$ cat src/rtl/wpg_pkg.sv
package wpg_pkg;
  localparam int STAT_W = 16;

  typedef enum logic [2:0] {
    WP_TIGHT  = 3'b001,
    WP_LOCKED = 3'b010,
    WP_OPEN   = 3'b100
  } wp_state_e;

  typedef enum logic [7:0] {
    OP_OPEN     = 8'h23,
    OP_OPEN_ALL = 8'h27,
    OP_LOCK     = 8'h2A,
    OP_TIGHT    = 8'h2C
  } wp_op_e;
endpackage

$ cat src/rtl/wpg_range.sv
module wpg_range #(
  parameter int NUM_BLK = 64,
  parameter int DATA_W  = 16,
  localparam int IDX_W  = (NUM_BLK > 1) ? $clog2(NUM_BLK) : 1
) (
  input  logic              clk_i,
  input  logic              rst_ni,
  input  logic              lo_we_i,
  input  logic              hi_we_i,
  input  logic [DATA_W-1:0] wdata_i,
  output logic [IDX_W-1:0]  lo_o,
  output logic [IDX_W-1:0]  hi_o
);
  logic [IDX_W-1:0] lo_q, hi_q;
  logic [IDX_W-1:0] wval;
  logic             unused_wdata_hi;

  assign wval            = wdata_i[IDX_W-1:0];
  assign unused_wdata_hi = ^wdata_i[DATA_W-1:IDX_W];

  always_ff @(posedge clk_i or negedge rst_ni) begin
    if (!rst_ni) begin
      lo_q <= '0;
      hi_q <= '0;
    end else begin
      if (lo_we_i) lo_q <= wval;
      // start write also rewrites end
      if (lo_we_i || hi_we_i) hi_q <= wval;
    end
  end

  assign lo_o = lo_q;
  assign hi_o = hi_q;

  a_r3_end_follows_start: assert property (@(posedge clk_i) disable iff (!rst_ni)
    lo_we_i |=> (hi_q == lo_q));
endmodule

$ cat src/rtl/wpg_blocks.sv
module wpg_blocks
  import wpg_pkg::*;
#(
  parameter int NUM_BLK = 64,
  localparam int IDX_W  = (NUM_BLK > 1) ? $clog2(NUM_BLK) : 1
) (
  input  logic              clk_i,
  input  logic              rst_ni,
  input  logic              wr_en_i,
  input  logic [IDX_W-1:0]  wr_idx_i,
  input  wp_state_e         wr_val_i,
  input  logic [IDX_W-1:0]  rd_idx_i,
  output wp_state_e         rd_st_o,
  input  logic [IDX_W-1:0]  qry_idx_i,
  output wp_state_e         qry_st_o,
  output logic [STAT_W-1:0] stat_o
);
  localparam logic [IDX_W:0] NUM_W = (IDX_W+1)'(NUM_BLK);

  wp_state_e          st_q [NUM_BLK];
  logic [STAT_W-1:0]  stat_q;

  for (genvar g = 0; g < NUM_BLK; g++) begin : g_blk
    always_ff @(posedge clk_i or negedge rst_ni) begin
      if (!rst_ni)                                  st_q[g] <= WP_LOCKED;
      else if (wr_en_i && wr_idx_i == IDX_W'(g))    st_q[g] <= wr_val_i;
    end

    a_r2_state_onehot: assert property (@(posedge clk_i) disable iff (!rst_ni)
      $countones(st_q[g]) == 1);
    a_r7_tight_sticky: assert property (@(posedge clk_i) disable iff (!rst_ni)
      (st_q[g] == WP_TIGHT) |=> (st_q[g] == WP_TIGHT));
  end

  always_ff @(posedge clk_i or negedge rst_ni) begin
    if (!rst_ni)      stat_q <= STAT_W'(16'h0002);
    else if (wr_en_i) stat_q <= STAT_W'(wr_val_i);
  end

  assign rd_st_o  = ({1'b0, rd_idx_i}  < NUM_W) ? st_q[rd_idx_i]  : WP_LOCKED;
  assign qry_st_o = ({1'b0, qry_idx_i} < NUM_W) ? st_q[qry_idx_i] : WP_LOCKED;
  assign stat_o   = stat_q;
endmodule

$ cat src/rtl/wpg_walker.sv
module wpg_walker
  import wpg_pkg::*;
#(
  parameter int NUM_BLK = 64,
  localparam int IDX_W  = (NUM_BLK > 1) ? $clog2(NUM_BLK) : 1
) (
  input  logic             clk_i,
  input  logic             rst_ni,
  input  logic             cmd_valid_i,
  input  logic [7:0]       cmd_code_i,
  input  logic [IDX_W-1:0] lo_i,
  input  logic [IDX_W-1:0] hi_i,
  input  wp_state_e        cur_st_i,
  output logic [IDX_W-1:0] rd_idx_o,
  output logic             wr_en_o,
  output wp_state_e        wr_val_o,
  output logic             busy_o,
  output logic             done_o,
  output logic             err_o
);
  localparam logic [IDX_W:0]   NUM_W  = (IDX_W+1)'(NUM_BLK);
  localparam logic [IDX_W-1:0] LAST_B = IDX_W'(NUM_BLK - 1);

  wp_op_e           op_q;
  logic [IDX_W-1:0] idx_q, last_q;
  logic             busy_q, done_q, err_q;
  logic             known, launch;
  logic             past_end, oob, blocked, skip, stop;

  always_comb begin
    unique case (cmd_code_i)
      OP_OPEN, OP_OPEN_ALL, OP_LOCK, OP_TIGHT: known = 1'b1;
      default:                                 known = 1'b0;
    endcase
  end

  assign launch = cmd_valid_i && known && !busy_q;

  always_comb begin
    past_end = idx_q > last_q;
    oob      = {1'b0, idx_q} >= NUM_W;
    blocked  = (op_q != OP_TIGHT) && (cur_st_i == WP_TIGHT);
    skip     = (op_q == OP_TIGHT) && (cur_st_i == WP_OPEN);
    wr_en_o  = busy_q && !past_end && !oob && !blocked && !skip;
    stop     = past_end || oob || blocked || (idx_q == last_q);
    unique case (op_q)
      OP_LOCK:  wr_val_o = WP_LOCKED;
      OP_TIGHT: wr_val_o = WP_TIGHT;
      default:  wr_val_o = WP_OPEN;
    endcase
  end

  always_ff @(posedge clk_i or negedge rst_ni) begin
    if (!rst_ni) begin
      op_q   <= OP_OPEN;
      idx_q  <= '0;
      last_q <= '0;
      busy_q <= 1'b0;
      done_q <= 1'b0;
      err_q  <= 1'b0;
    end else begin
      done_q <= 1'b0;
      err_q  <= 1'b0;
      if (!busy_q) begin
        if (launch) begin
          busy_q <= 1'b1;
          op_q   <= wp_op_e'(cmd_code_i);
          if (cmd_code_i == OP_OPEN_ALL) begin
            idx_q  <= '0;
            last_q <= LAST_B;
          end else begin
            idx_q  <= lo_i;
            last_q <= hi_i;
          end
        end
      end else if (stop) begin
        busy_q <= 1'b0;
        done_q <= 1'b1;
        err_q  <= oob && !past_end;
      end else begin
        idx_q <= idx_q + 1'b1;
      end
    end
  end

  assign rd_idx_o = idx_q;
  assign busy_o   = busy_q;
  assign done_o   = done_q;
  assign err_o    = err_q;

  a_r11_done_on_fall: assert property (@(posedge clk_i) disable iff (!rst_ni)
    $fell(busy_q) |-> done_q);
  a_r11_done_idle: assert property (@(posedge clk_i) disable iff (!rst_ni)
    done_q |-> !busy_q);
  a_r10_err_with_done: assert property (@(posedge clk_i) disable iff (!rst_ni)
    err_q |-> done_q);
  a_r12_write_only_busy: assert property (@(posedge clk_i) disable iff (!rst_ni)
    wr_en_o |-> busy_q);
  a_r12_busy_holds_op: assert property (@(posedge clk_i) disable iff (!rst_ni)
    (busy_q && $past(busy_q)) |-> $stable(op_q));
endmodule

$ cat src/rtl/wp_guard.sv
module wp_guard
  import wpg_pkg::*;
#(
  parameter int NUM_BLK = 64,
  parameter int DATA_W  = 16,
  localparam int IDX_W  = (NUM_BLK > 1) ? $clog2(NUM_BLK) : 1
) (
  input  logic              clk_i,
  input  logic              rst_ni,
  input  logic              start_we_i,
  input  logic              end_we_i,
  input  logic [DATA_W-1:0] reg_wdata_i,
  output logic [IDX_W-1:0]  start_blk_o,
  output logic [IDX_W-1:0]  end_blk_o,
  input  logic              cmd_valid_i,
  input  logic [7:0]        cmd_code_i,
  output logic              busy_o,
  output logic              done_o,
  output logic              cmd_err_o,
  output logic [15:0]       wp_status_o,
  input  logic [IDX_W-1:0]  qry_blk_i,
  output logic [2:0]        qry_state_o,
  output logic              qry_wr_ok_o
);
  logic [IDX_W-1:0] rd_idx;
  wp_state_e        rd_st, wr_val, qry_st;
  logic             wr_en;

  wpg_range #(.NUM_BLK(NUM_BLK), .DATA_W(DATA_W)) u_range (
    .clk_i   (clk_i),
    .rst_ni  (rst_ni),
    .lo_we_i (start_we_i),
    .hi_we_i (end_we_i),
    .wdata_i (reg_wdata_i),
    .lo_o    (start_blk_o),
    .hi_o    (end_blk_o)
  );

  wpg_walker #(.NUM_BLK(NUM_BLK)) u_walk (
    .clk_i       (clk_i),
    .rst_ni      (rst_ni),
    .cmd_valid_i (cmd_valid_i),
    .cmd_code_i  (cmd_code_i),
    .lo_i        (start_blk_o),
    .hi_i        (end_blk_o),
    .cur_st_i    (rd_st),
    .rd_idx_o    (rd_idx),
    .wr_en_o     (wr_en),
    .wr_val_o    (wr_val),
    .busy_o      (busy_o),
    .done_o      (done_o),
    .err_o       (cmd_err_o)
  );

  wpg_blocks #(.NUM_BLK(NUM_BLK)) u_blocks (
    .clk_i     (clk_i),
    .rst_ni    (rst_ni),
    .wr_en_i   (wr_en),
    .wr_idx_i  (rd_idx),
    .wr_val_i  (wr_val),
    .rd_idx_i  (rd_idx),
    .rd_st_o   (rd_st),
    .qry_idx_i (qry_blk_i),
    .qry_st_o  (qry_st),
    .stat_o    (wp_status_o)
  );

  assign qry_state_o = qry_st;
  assign qry_wr_ok_o = (qry_st == WP_OPEN);
endmodule

$ cat config.mk
export PLATFORM = sky130hd
export DESIGN_NAME = wp_guard
export DESIGN_NICKNAME = d
export VERILOG_FILES = /design/src/rtl/wpg_pkg.sv /design/src/rtl/wpg_range.sv /design/src/rtl/wpg_blocks.sv /design/src/rtl/wpg_walker.sv /design/src/rtl/wp_guard.sv
export SDC_FILE = /design/constraint.sdc
export NUM_CORES = 1
export LEC_CHECK = 0
export CAP_MARGIN = 40
export CORE_ASPECT_RATIO = 1.75
export CORE_MARGIN = 3
export CORE_UTILIZATION = 48
export DETAILED_ROUTE_END_ITERATION = 10
export DONT_BUFFER_PORTS = 1
export GPL_TIMING_DRIVEN = 0
export MAX_ROUTING_LAYER = met4
export PLACE_DENSITY = 0.65
export SLEW_MARGIN = 15
export SYNTH_ARGS = -nofsm -noshare
export SYNTH_HDL_FRONTEND = slang
export SYNTH_SLANG_ARGS = --single-unit
export TNS_END_PERCENT = 30
$ cat constraint.sdc
create_clock -name clk_i -period 3.53 [get_ports clk_i]
set_input_delay 0.5295 -clock clk_i [delete_from_list [all_inputs] [get_ports clk_i]]
set_output_delay 0.5295 -clock clk_i [all_outputs]
set_load 0.005 [all_outputs]
* Word level (Yosys, flattened, before mapping)
Cells that the tools add are included.
Cells by class: mux-type cells 18, bitwise logic cells 3, $add $sub $neg 1, reduce and logical (&&, ||, !) cells 83, $lt $le $gt $ge 3, eq/ne operators 75
Operators with widths (number):
- $eq 6x6->1 const B | 32
- $eq 6x5->1 const B | 16
- $logic_and 1x1->1 | 71
- $eq 6x4->1 const B | 8
- $eq 8x6->1 const B | 6
- $bmux 3 s6 | 2
- $mux 6 | 5
- $eq 6x3->1 const B | 4
- $ge 7x7->1 const B | 2
- $not 6->7 | 2
- $eq 6x2->1 const B | 2
- $mux 3 | 4
- $ne 8x6->1 const B | 1
- $add 6x1->6 const B | 1
- $eq 3x3->1 const B | 2
- $eq 6x1->1 const B | 1
- $eq 6x6->1 | 1
- $gt 6x6->1 | 1
- $logic_not 6->1 | 1
- $mux 1 | 6
- $pmux 3 s2 | 1
- $logic_not 1->1 | 4
- $reduce_and 2->1 | 2
- $reduce_or 4->1 | 1
- 5 further kinds | 7
Storage, ports and cells: output and inout bits 35, register bits 229, input port bits 35, logic and storage cells 255

* Depth between registers and ports, before layout
Gate-level depths: netlist (run 1).
depth in word-level cells 10, gate-level depth with buffers 16

* Cells and area by module
From an unflattened synthesis (run 1), not the netlist that was laid out.
Second synthesis, totals: cell total of the unflattened synthesis 937, area, all modules 12751.0 µm²
By module, submodules not included:
- wpg_blocks | instances 1, area each 10964.3 µm², cells each 779
- wpg_walker | instances 1, area each 1285.0 µm², cells each 131
- wpg_range | instances 1, area each 489.2 µm², cells each 26
- wp_guard | instances 1, area each 12.5 µm², cells each 1

* Worst setup path before layout (run 1)
OpenSTA, ideal clock, no wires.
path type input port to output port, start in qry_blk_i[0], end out qry_wr_ok_o, buffers on the path 2, data required time 3.000 ns, setup slack -0.323 ns, stages 6, data arrival time 3.324 ns, cells stage by stage buf_1 -> buf_1 -> mux4_2 -> mux4_2 -> mux4_2 -> nor3b_1
On the way: word-level cells in the longest chain between the ends 5
RTL lines:
- start: declaration | RTL line wp_guard.sv:21 | input logic [IDX_W-1:0] qry_blk_i,
- $not 6->7 (implied by the code) | RTL line wpg_blocks.sv:41 | assign qry_st_o = ({1'b0, qry_idx_i} < NUM_W) ? st_q[qry_idx_i] : WP_LOCKED;
- $bmux 3 s6 | RTL line wpg_blocks.sv:41
- $mux 3 (implied by the code) (2 in a row) | RTL line wpg_blocks.sv:41
- named net qry_state_o[0] | RTL line wp_guard.sv:22 | output logic [2:0] qry_state_o,
- $eq 3x3->1 | RTL line wp_guard.sv:69 | assign qry_wr_ok_o = (qry_st == WP_OPEN);
- end: declaration | RTL line wp_guard.sv:23 | output logic qry_wr_ok_o
The timed path passes the listed nets, and every way through them passes these cells. The select of a mux whose other input is x is not followed.

* Final worst setup path (run 1)
start in qry_blk_i[1], end out qry_wr_ok_o
Same word-level chain as after synthesis.

==> results.json, run 1 <==
{
  "skew_ns": 0.0208,
  "cpMostUsedCell": "mux4_2",
  "busiest_layer": "met2",
  "drtIter0Drc": 1133,
  "worst-path-buf-inv": 3,
  "coreArea_um2": 26900,
  "ys_seq_elements": 229,
  "yosysUniqueCellTypes": 63,
  "path_clk_slew_ns": 0.07,
  "regArea_um2": 5820,
  "layout_setup_ws_ns": -0.0426,
  "h-tree-depth": 1,
  "clock_latency_ns": 0.54,
  "slew_violations": 0,
  "worst_path_largest_cell_delay_ns": 0.54,
  "rrSetupSlack_ns": -0.04,
  "multi_input_comb_area_um2": 7390,
  "cp.required_ns": 3.00,
  "whs_ns": -0.313,
  "grtUsageMet1_pct": 34.2,
  "finalNetCount": 1113,
  "power.density_nw_per_um2": 650,
  "final_antenna_net_count": 0,
  "dp_hpwl_mm": 34.3,
  "vias": 10100,
  "drt-pass1-iter-count": 5,
  "place_inst": 1397,
  "crit_chain": "clkbuf_4 -> clkbuf_2 -> buf_8 -> mux4_2 -> mux4_2 -> mux4_2 -> nor3b_1",
  "worst-path-max-fanout": 10,
  "timing.fmax_mhz": 280,
  "startpoint_type": "primary input",
  "timing.final.crit_share_pct": 101,
  "cpLargestDelayFamily": "multiplexers",
  "syn_to_final_growth_pct": 17.2,
  "synth_cells": 1013,
  "numClockSinks": 229,
  "start_util_pct": 49.4,
  "grt_setup_unrepaired": "yes",
  "gr-total-overflow": 0,
  "violations": "hold timing, setup timing",
  "tightest_slew_ns": 0.873,
  "cts_tree": "yes",
  "ir_worst_vdd_mv": 0.372,
  "fp.dieArea_um2": 29800,
  "grt_antenna_before_repair": 0,
  "setup_viol": 3,
  "status": "complete, but fails checks",
  "rows": 79,
  "root_buffer": "clkbuf_16",
  "ios": 70,
  "power_mw": 10.1,
  "yosysWarnings": 0,
  "p_leak_nw": 6.11,
  "min_period_ns": 3.57,
  "io_buffers": 0,
  "avgSynthCellArea_um2": 13.1,
  "die_h_um": 226,
  "die_width_um": 132,
  "drive_gt1_share_pct": 43.0,
  "grt_max_degree": 230,
  "hold_path.class": "primary input to async pin",
  "instances_no_fill": 1447,
  "antenna_cells": 0,
  "drv_cap": 0,
  "drc": 0,
  "end_kind": "output port",
  "ys.flop_type": "dfrtp_1",
  "grt_pass1_wl_mm": 69.0,
  "path_class": "primary input to output port",
  "slowest_stage": "mux4_2",
  "use_met3_pct": 5.88,
  "met2_usage_pct": 53.9,
  "grt_pass1_vias": 10400,
  "max_slew_margin_pct": 41.8,
  "wl_per_cell_um": 33.1,
  "cts_max_path_buffers": 3,
  "syn_area_um2": 13300,
  "worstPathArrival_ns": 3.04,
  "fillers": 2184,
  "grt_use_total_pct": 32.5,
  "yosysSeqAreaShare_pct": 43.8,
  "drt-vias-per-instance": 7.00,
  "synth_edf_count": 0,
  "wl_mm": 47.9,
  "hold_viol": 192,
  "cts_made_buffers": 22,
  "async_flop_share_pct": 100,
  "gp_congestion": 1.11
}
==> cell usage after synthesis (3+ instances only) <==
| master | number | share of area [%] |
|---|---|---|
| a211oi_1 | 5 | 0.28 |
| a21o_1 | 3 | 0.17 |
| a21oi_1 | 16 | 0.60 |
| a22o_1 | 121 | 8.0 |
| a22oi_1 | 17 | 0.96 |
| a31oi_1 | 3 | 0.14 |
| and2_1 | 6 | 0.28 |
| and3_1 | 6 | 0.28 |
| buf_1 | 10 | 0.28 |
| buf_2 | 21 | 0.79 |
| buf_4 | 21 | 1.2 |
| clkbuf_1 | 45 | 1.3 |
| dfrtp_1 | 161 | 30 |
| dfstp_2 | 68 | 13 |
| ha_1 | 10 | 0.94 |
| inv_1 | 15 | 0.42 |
| mux2_2 | 81 | 6.9 |
| mux2i_1 | 30 | 2.3 |
| mux4_1 | 6 | 1.2 |
| mux4_2 | 93 | 16 |
| nand2_1 | 41 | 1.2 |
| nand2b_1 | 4 | 0.19 |
| nand3_1 | 13 | 0.49 |
| nand4_1 | 7 | 0.33 |
| nor2_1 | 74 | 2.1 |
| nor2b_1 | 10 | 0.47 |
| nor3_1 | 6 | 0.23 |
| nor3b_1 | 5 | 0.28 |
| o211ai_1 | 3 | 0.17 |
| o211ai_2 | 59 | 5.6 |
| o21ai_0 | 7 | 0.26 |
| o22a_1 | 4 | 0.26 |
| o22ai_1 | 5 | 0.24 |
==> path summary, 6_finish.rpt <==
kind,startpoint,to,depth (start not counted)
max,qry_blk_i[1],qry_wr_ok_o,7
min,rst_ni,u_blocks.st_q[47],0
max reg2reg,u_walk.rd_idx_o[0],u_walk.rd_idx_o[4],11
min reg2reg,u_blocks.st_q[181],u_blocks.st_q[181],2
max in group asynchronous,rst_ni,u_walk.rd_idx_o[2],0
min in group clk_i,cmd_code_i[3],u_walk.op_q[0],1
==> timing repair <==
item                                    in CTS  in global routing
setup buffers                                2                  7
cloned                                       0                  5
endpoints found under the setup margin     206                197
endpoints found under the hold margin      229                229
gates resized for setup                     70                109
pin swaps                                   21                 12
==> metal layers <==
metal  share of wire (%)  up-vias
met5                   0        -
met4                  11        0
met3                 7.9      248
met2                  49      610
met1                  33     5172
li1                    -     4093
==> per-stage QoR <==
stage | setup WS, ns | instance area (um2) | utilization [%] | setup TNS [ns]
CTS | -0.0487 | 14900 | 55.3 | -1.01
floorplan | 0.170 | 13300 | - | 0
global placement | -1.36 | 13800 | 51.3 | -191.44
detailed placement | -1.03 | 13900 | 51.6 | -155.94
global route | -0.0689 | 15600 | 57.8 | -0.368
finish | -0.0426 | 15600 | 57.8 | -0.115
==> report_power, final <==
part	switching, mW	leakage (nW)	internal [mW]	total (mW)
registers	0.319	2.78	2.93	3.25
logic	2.61	2.94	1.61	4.22
clock network	1.09	0.385	1.55	2.64
total	4.02	6.11	6.09	10.1
==> cells in the final DEF, fill, tap and decap left out, drive strengths merged, types with 7 or more instances in the layout <==
cell,Yosys,routed
nand2,41,41
mux2i,30,30
o21ai,7,7
mux4,99,99
buf,56,71
a22o,121,121
dfrtp,161,161
mux2,83,84
inv,15,15
nor2,74,74
a22oi,17,17
clkbuf,45,76
o211ai,62,62
ha,10,10
and2,7,7
conb,1,14
nand4,7,7
nand3,13,13
dfstp,68,68
nor2b,10,10
a21oi,16,16
==> area by class of cell <==
| cell class | instances | share of cell area (%) |
|---|---|---|
| timing repair buffer | 20 | 1.77 |
| clock inverter | 10 | 1.01 |
| sequential | 229 | 37.4 |
| buffer | 98 | 4.96 |
| inverter | 15 | 0.362 |
| clock buffer | 29 | 4.04 |
| multi-input combinational | 682 | 47.5 |
| tap | 364 | 2.93 |
==> flip-flops by register name (all words and copies together), names as in the netlist <==
| register | cells |
|---|---|
| u_blocks.st_q | 192 |
| u_blocks.stat_o | 3 |
| u_range.hi_o | 6 |
| u_range.lo_o | 6 |
| u_walk.busy_o | 1 |
| u_walk.done_o | 1 |
| u_walk.last_q | 6 |
| u_walk.op_q | 8 |
| u_walk.rd_idx_o | 6 |
==> cells by family (layout without fill, tap and decap cells) <==
kind of cell    after synthesis  count (layout)  share of synthesized area, %
simple gates                184             184                          6.59
other cells                   1              14                        0.0283
compound gates              259             259                          17.8
flops                       229             229                          43.8
fa+ha+maj                    10              10                         0.943
buf+inv                     116             172                          4.43
xor+xnor                      2               2                         0.132
mux                         212             213                          26.3
Note: power is estimated with default switching activity, not from simulation.
==> run 2, diff against run 1 <==
--- a/config.mk
+++ b/config.mk
@@ -17,5 +17,6 @@
 export SLEW_MARGIN = 15
 export SYNTH_ARGS = -nofsm -noshare
 export SYNTH_HDL_FRONTEND = slang
+export SYNTH_HIERARCHICAL = 1
 export SYNTH_SLANG_ARGS = --single-unit
 export TNS_END_PERCENT = 30
==> results.json, run 2 <==
{
  "finalSetupTns_ns": -35.44,
  "grt_setup_unrepaired": "yes",
  "die_h_um": 222,
  "die_width_um": 129,
  "status": "complete, but fails checks",
  "rows": 78,
  "coreArea_um2": 26100,
  "drive_gt1_share_pct": 58.9,
  "reg.largest.list": "u_blocks/st_q: 192 flops, u_walk/op_q: 8 flops",
  "hold_path.class": "primary input to async pin",
  "antenna_cells": 0,
  "wl_mm": 42.1,
  "swShare_pct": 33.4,
  "yosysWarnings": 6,
  "netlist_top_cells_area": "dfrtp_1 (32%), mux2_2 (19%), mux4_2 (15%)",
  "layout_commonest_cell": "dfrtp_1",
  "layout_setup_ws_ns": -0.307,
  "p_int_mw": 5.38,
  "drv_cap": 0,
  "fp.dieArea_um2": 28600,
  "skew_ns": 0.0135,
  "synth_top_area_cell": "dfrtp_1",
  "worst-path-max-fanout": 8,
  "yosysSeqAreaShare_pct": 45.6,
  "clock_latency_ns": 0.54,
  "io_buffers": 0,
  "worstPathArrival_ns": 4.25,
  "timing.final.crit_share_pct": 109,
  "yosysUniqueCellTypes": 62,
  "timing.fmax_mhz": 261,
  "cts_made_buffers": 23,
  "setup_viol": 195,
  "seqPwrFrac_pct": 36.6,
  "drc": 0,
  "fin_util_pct": 59.3,
  "synth.most_common_cell": "mux2_2",
  "finalNetCount": 1051,
  "fillers": 1978,
  "h-tree-depth": 1,
  "largest_reg_flops": 192,
  "cts_tree": "yes",
  "numClockSinks": 229,
  "start_util_pct": 48.9,
  "power.density_nw_per_um2": 522,
  "max_slew_margin_pct": 30.9,
  "vias": 9121,
  "root_buffer": "clkbuf_16",
  "gp_congestion": 0.999,
  "synth_edf_count": 0,
  "slew_violations": 0,
  "grt_pass1_wl_mm": 61.4,
  "ys.flop_type": "dfrtp_1",
  "drt-vias-per-instance": 6.78,
  "ir_worst_vdd_mv": 0.528,
  "drtIter0Drc": 902,
  "p_clk_share_pct": 33.0,
  "syn_area_um2": 12800,
  "grt_use_total_pct": 30.3,
  "violations": "hold timing, setup timing",
  "final_cell_mix": "dfrtp_1 (156), mux2_2 (153), mux4_2 (87)",
  "drt-pass1-iter-count": 6,
  "grt_pass1_vias": 9529,
  "syn_to_final_growth_pct": 21.3,
  "wl_per_cell_um": 31.3,
  "path_class": "flop to flop",
  "whs_ns": -0.315,
  "largest_register": "u_blocks/st_q",
  "avgSynthCellArea_um2": 13.6,
  "ios": 70,
  "final_antenna_net_count": 0,
  "dp_hpwl_mm": 29.1,
  "cp.required_ns": 3.95,
  "grt_antenna_before_repair": 0,
  "async_flop_share_pct": 100,
  "min_period_ns": 3.84,
  "synth_cells": 937,
  "synth_commonest_cells": "mux2_2 (217), dfrtp_1 (161), mux4_2 (86)",
  "end_kind": "flop",
  "startpoint_type": "flop",
  "grt_max_degree": 230,
  "ys_seq_elements": 229,
  "synth.top_cell.area_share_pct": 31.6,
  "gr-total-overflow": 0,
  "p_leak_nw": 6.66,
  "switching_power_mw": 2.69,
  "hold_viol": 193,
  "cts_max_path_buffers": 3,
  "path_clk_slew_ns": 0.07,
  "p_comb_share_pct": 30.5,
  "tightest_slew_ns": 1.03
}
## run 2: cells by family (layout without fill, tap and decap cells)
kind of cell	count (synthesis)	after routing	share of synthesized area, %
xor gates and xnor gates	1	1	0.0687
and+or+nand+nor	199	199	8.17
buffers and inverters	90	166	3.58
DFF	229	229	45.6
other	2	14	0.0589
adders and majority gates	7	7	0.687
muxes	328	328	37.3
AOI/OAI and AO/OA	81	81	4.49
## run 2: worst paths after layout
kind	from	end	slack, ns	cells after the start
hold / removal	rst_ni	u_blocks/st_q[138]	-0.32	0
setup reg to reg	u_walk/rd_idx_o[0]	u_blocks/st_q[156]	-0.31	15
max in group asynchronous	rst_ni	u_blocks/st_q[13]	3.36	0
setup / recovery	u_walk/rd_idx_o[0]	u_blocks/st_q[156]	-0.31	15
hold reg to reg	u_walk/last_q[0]	u_walk/last_q[0]	0.51	2
min in group clk_i	reg_wdata_i[2]	u_range/hi_o[2]	0.14	1
## run 2: final cells by class
cell class                 count  area, um2  share of cell area [%]
buffer                        78        559                    3.62
clock buffer                  31        676                    4.37
clock inverter                10        139                   0.898
inverter                      12       45.0                   0.291
multi-input combinational    630       7440                    48.1
sequential                   229       5820                    37.7
tap                          320        400                    2.59
timing repair buffer          35        384                    2.48
## run 2: metal layers
layer / vias to the layer above / share of wire, % / track usage (%)
met5: - / 0 / -
met4: 0 / 9.1 / 22.0
met3: 219 / 7.1 / 4.82
met2: 562 / 52 / 50.3
met1: 4666 / 32 / 31.9
li1: 3674 / - / -
## run 2: power by group through the flow
stage | clock, mW | sequential [mW] | combinational [mW]
floorplan | 0 | 2.95 | 1.16
global placement | 0 | 3.03 | 1.67
detailed placement | 0 | 3.04 | 1.70
CTS | 2.69 | 2.95 | 2.24
global route | 2.80 | 2.96 | 2.53
finish | 2.66 | 2.95 | 2.46
## run 2: repair_timing
| item | in CTS | in global routing |
|---|---|---|
| pin swaps | 15 | 20 |
| gates resized for setup | 197 | 71 |
| endpoints found under the hold margin | 229 | 229 |
| buffers inserted | 12 | 5 |
| setup endpoints to repair | 203 | 200 |
| gates cloned | 5 | 1 |
## run 2: per-stage QoR
stage / setup slack [ns] / total power, mW / area, um2 / hold slack [ns] / std cells
floorplan: 0.00117 / 4.11 / 12800 / 0.234 / 949
global placement: -1.55 / 4.70 / 13200 / 0.245 / 1269
detailed placement: -1.62 / 4.74 / 13300 / 0.246 / 1275
CTS: -0.287 / 7.88 / 15100 / -0.309 / 1333
global route: -0.383 / 8.29 / 15500 / -0.322 / 1345
finish: -0.307 / 8.07 / 15500 / -0.315 / 1345
## run 2: worst max-delay path, stage by stage (launching register included)
cell	delay (ns)
dfrtp_2	0.42
buf_12	0.17
buf_12	0.15
mux4_2	0.51
mux2i_2	0.23
a221oi_2	0.10
and3_1	0.19
a41o_1	0.27
nor2b_4	0.15
a21oi_2	0.12
o22ai_2	0.08
nor2_1	0.12
clkbuf_8	0.19
or3b_4	0.49
nor2_4	0.21
mux2_4	0.32
==> run 3, diff against run 2 <==
==> constraint.sdc (replaced) <==
create_clock -name clk_i -period 3.53 [get_ports clk_i]
set_input_delay 0.5295 -clock clk_i [delete_from_list [all_inputs] [get_ports clk_i]]
set_output_delay 0.5295 -clock clk_i [all_outputs]
set_load 0.02 [all_outputs]
==> results.json, run 3 (synthesis results as in run 2) <==
{
  "worstPathArrival_ns": 4.24,
  "root_buffer": "clkbuf_16",
  "largest_register": "u_blocks/st_q",
  "grt_setup_unrepaired": "yes",
  "final_cell_mix": "dfrtp_1 (156), mux2_2 (153), mux4_2 (87)",
  "drtIter0Drc": 913,
  "min_period_ns": 3.83,
  "wl_mm": 42.0,
  "grt_use_total_pct": 30.3,
  "gp_congestion": 0.999,
  "timing.final.crit_share_pct": 108,
  "slew_violations": 0,
  "die_h_um": 222,
  "rows": 78,
  "worst-path-max-fanout": 8,
  "startpoint_type": "flop",
  "dp_hpwl_mm": 29.1,
  "fp.dieArea_um2": 28600,
  "end_kind": "flop",
  "cts_made_buffers": 23,
  "max_slew_margin_pct": 30.2,
  "syn_to_final_growth_pct": 21.3,
  "cts_max_path_buffers": 3,
  "timing.fmax_mhz": 261,
  "numClockSinks": 229,
  "vias": 9118,
  "coreArea_um2": 26100,
  "die_width_um": 129,
  "swShare_pct": 33.6,
  "antenna_cells": 0,
  "finalNetCount": 1051,
  "switching_power_mw": 2.73,
  "whs_ns": -0.315,
  "io_buffers": 0,
  "drt-vias-per-instance": 6.78,
  "setup_viol": 196,
  "final_antenna_net_count": 0,
  "hold_viol": 191,
  "hold_path.class": "primary input to async pin",
  "power.density_nw_per_um2": 524,
  "drive_gt1_share_pct": 59.2,
  "seqPwrFrac_pct": 36.7,
  "layout_commonest_cell": "dfrtp_1",
  "p_comb_share_pct": 30.5,
  "tightest_slew_ns": 1.04,
  "grt_max_degree": 230,
  "ir_worst_vdd_mv": 0.528,
  "p_clk_share_pct": 32.8,
  "gr-total-overflow": 0,
  "finalSetupTns_ns": -34.47,
  "path_clk_slew_ns": 0.07,
  "path_class": "flop to flop",
  "largest_reg_flops": 192,
  "drv_cap": 0,
  "status": "complete, but fails checks",
  "ios": 70,
  "violations": "hold timing, setup timing",
  "power_mw": 8.10,
  "start_util_pct": 48.9,
  "cts_tree": "yes",
  "p_leak_nw": 6.67,
  "drt-pass1-iter-count": 6,
  "clock_latency_ns": 0.54,
  "cp.required_ns": 3.95,
  "reg.largest.list": "u_blocks/st_q: 192 flops, u_walk/op_q: 8 flops",
  "grt_pass1_vias": 9529,
  "grt_pass1_wl_mm": 61.4,
  "h-tree-depth": 1,
  "p_int_mw": 5.38,
  "skew_ns": 0.0130,
  "drc": 0,
  "wl_per_cell_um": 31.3,
  "grt_antenna_before_repair": 0,
  "layout_setup_ws_ns": -0.295
}
## run 3: final timing paths
check / start / to / slack (ns) / depth (start not counted)
min in group clk_i: reg_wdata_i[2] / u_range/hi_o[2] / 0.14 / 1
max in group asynchronous: rst_ni / u_blocks/st_q[13] / 3.35 / 0
max: u_walk/rd_idx_o[0] / u_blocks/st_q[156] / -0.30 / 15
min reg2reg: u_walk/last_q[0] / u_walk/last_q[0] / 0.51 / 2
max reg2reg: u_walk/rd_idx_o[0] / u_blocks/st_q[156] / -0.30 / 15
min: rst_ni / u_blocks/st_q[138] / -0.32 / 0
## run 3: what timing repair did
item,CTS,global route
buffers inserted,12,5
endpoints found under the hold margin,229,229
setup endpoints to repair,204,200
gates resized for setup,199,74
gates cloned,5,1
pin swaps,15,20
## run 3: metal layers
layer / routed length [um] / track usage [%] / vias up / share of wire [%]
li1: - / - / 3677 / -
met1: 13300 / 31.9 / 4645 / 32
met2: 21800 / 50.3 / 583 / 52
met3: 3090 / 4.82 / 213 / 7.4
met4: 3870 / 22.0 / 0 / 9.2
met5: 0 / - / - / 0
## run 3: cell type report
cell class	count	area [um2]
buffer	78	564
tap	320	400
multi-input combinational	630	7440
timing repair buffer	35	384
clock buffer	31	676
fill	1977	10600
sequential	229	5820
clock inverter	10	139
inverter	12	45.0
## run 3: power by group through the flow
stage / clock network [mW] / logic (mW) / registers [mW]
finish: 2.66 / 2.47 / 2.97
global route: 2.80 / 2.55 / 2.98
CTS: 2.69 / 2.26 / 2.97
detailed placement: 0 / 1.72 / 3.06
global placement: 0 / 1.69 / 3.05
floorplan: 0 / 1.18 / 2.97
## run 3: stage by stage
step           hold slack, ns  util, %  area (um2)  cells  setup WS [ns]
6_report               -0.315     59.4       15500   1345         -0.295
3_5_place_dp            0.246     51.0       13300   1275          -1.62
5_1_grt                -0.322     59.4       15500   1345         -0.383
3_3_place_gp            0.245     50.8       13200   1269          -1.55
4_1_cts                -0.309     57.9       15100   1333         -0.287
2_1_floorplan           0.234        -       12800    949        0.00116
## run 3: worst max-delay path, cell delays in order, from the launching register on
cell,delay (ns)
dfrtp_2,0.42
buf_12,0.17
buf_12,0.15
mux4_2,0.51
mux2i_2,0.22
a221oi_2,0.10
and3_1,0.19
a41o_1,0.27
nor2b_4,0.15
a21oi_2,0.12
o22ai_2,0.08
nor2_1,0.12
clkbuf_8,0.19
or3b_4,0.49
nor2_4,0.21
mux2_4,0.32
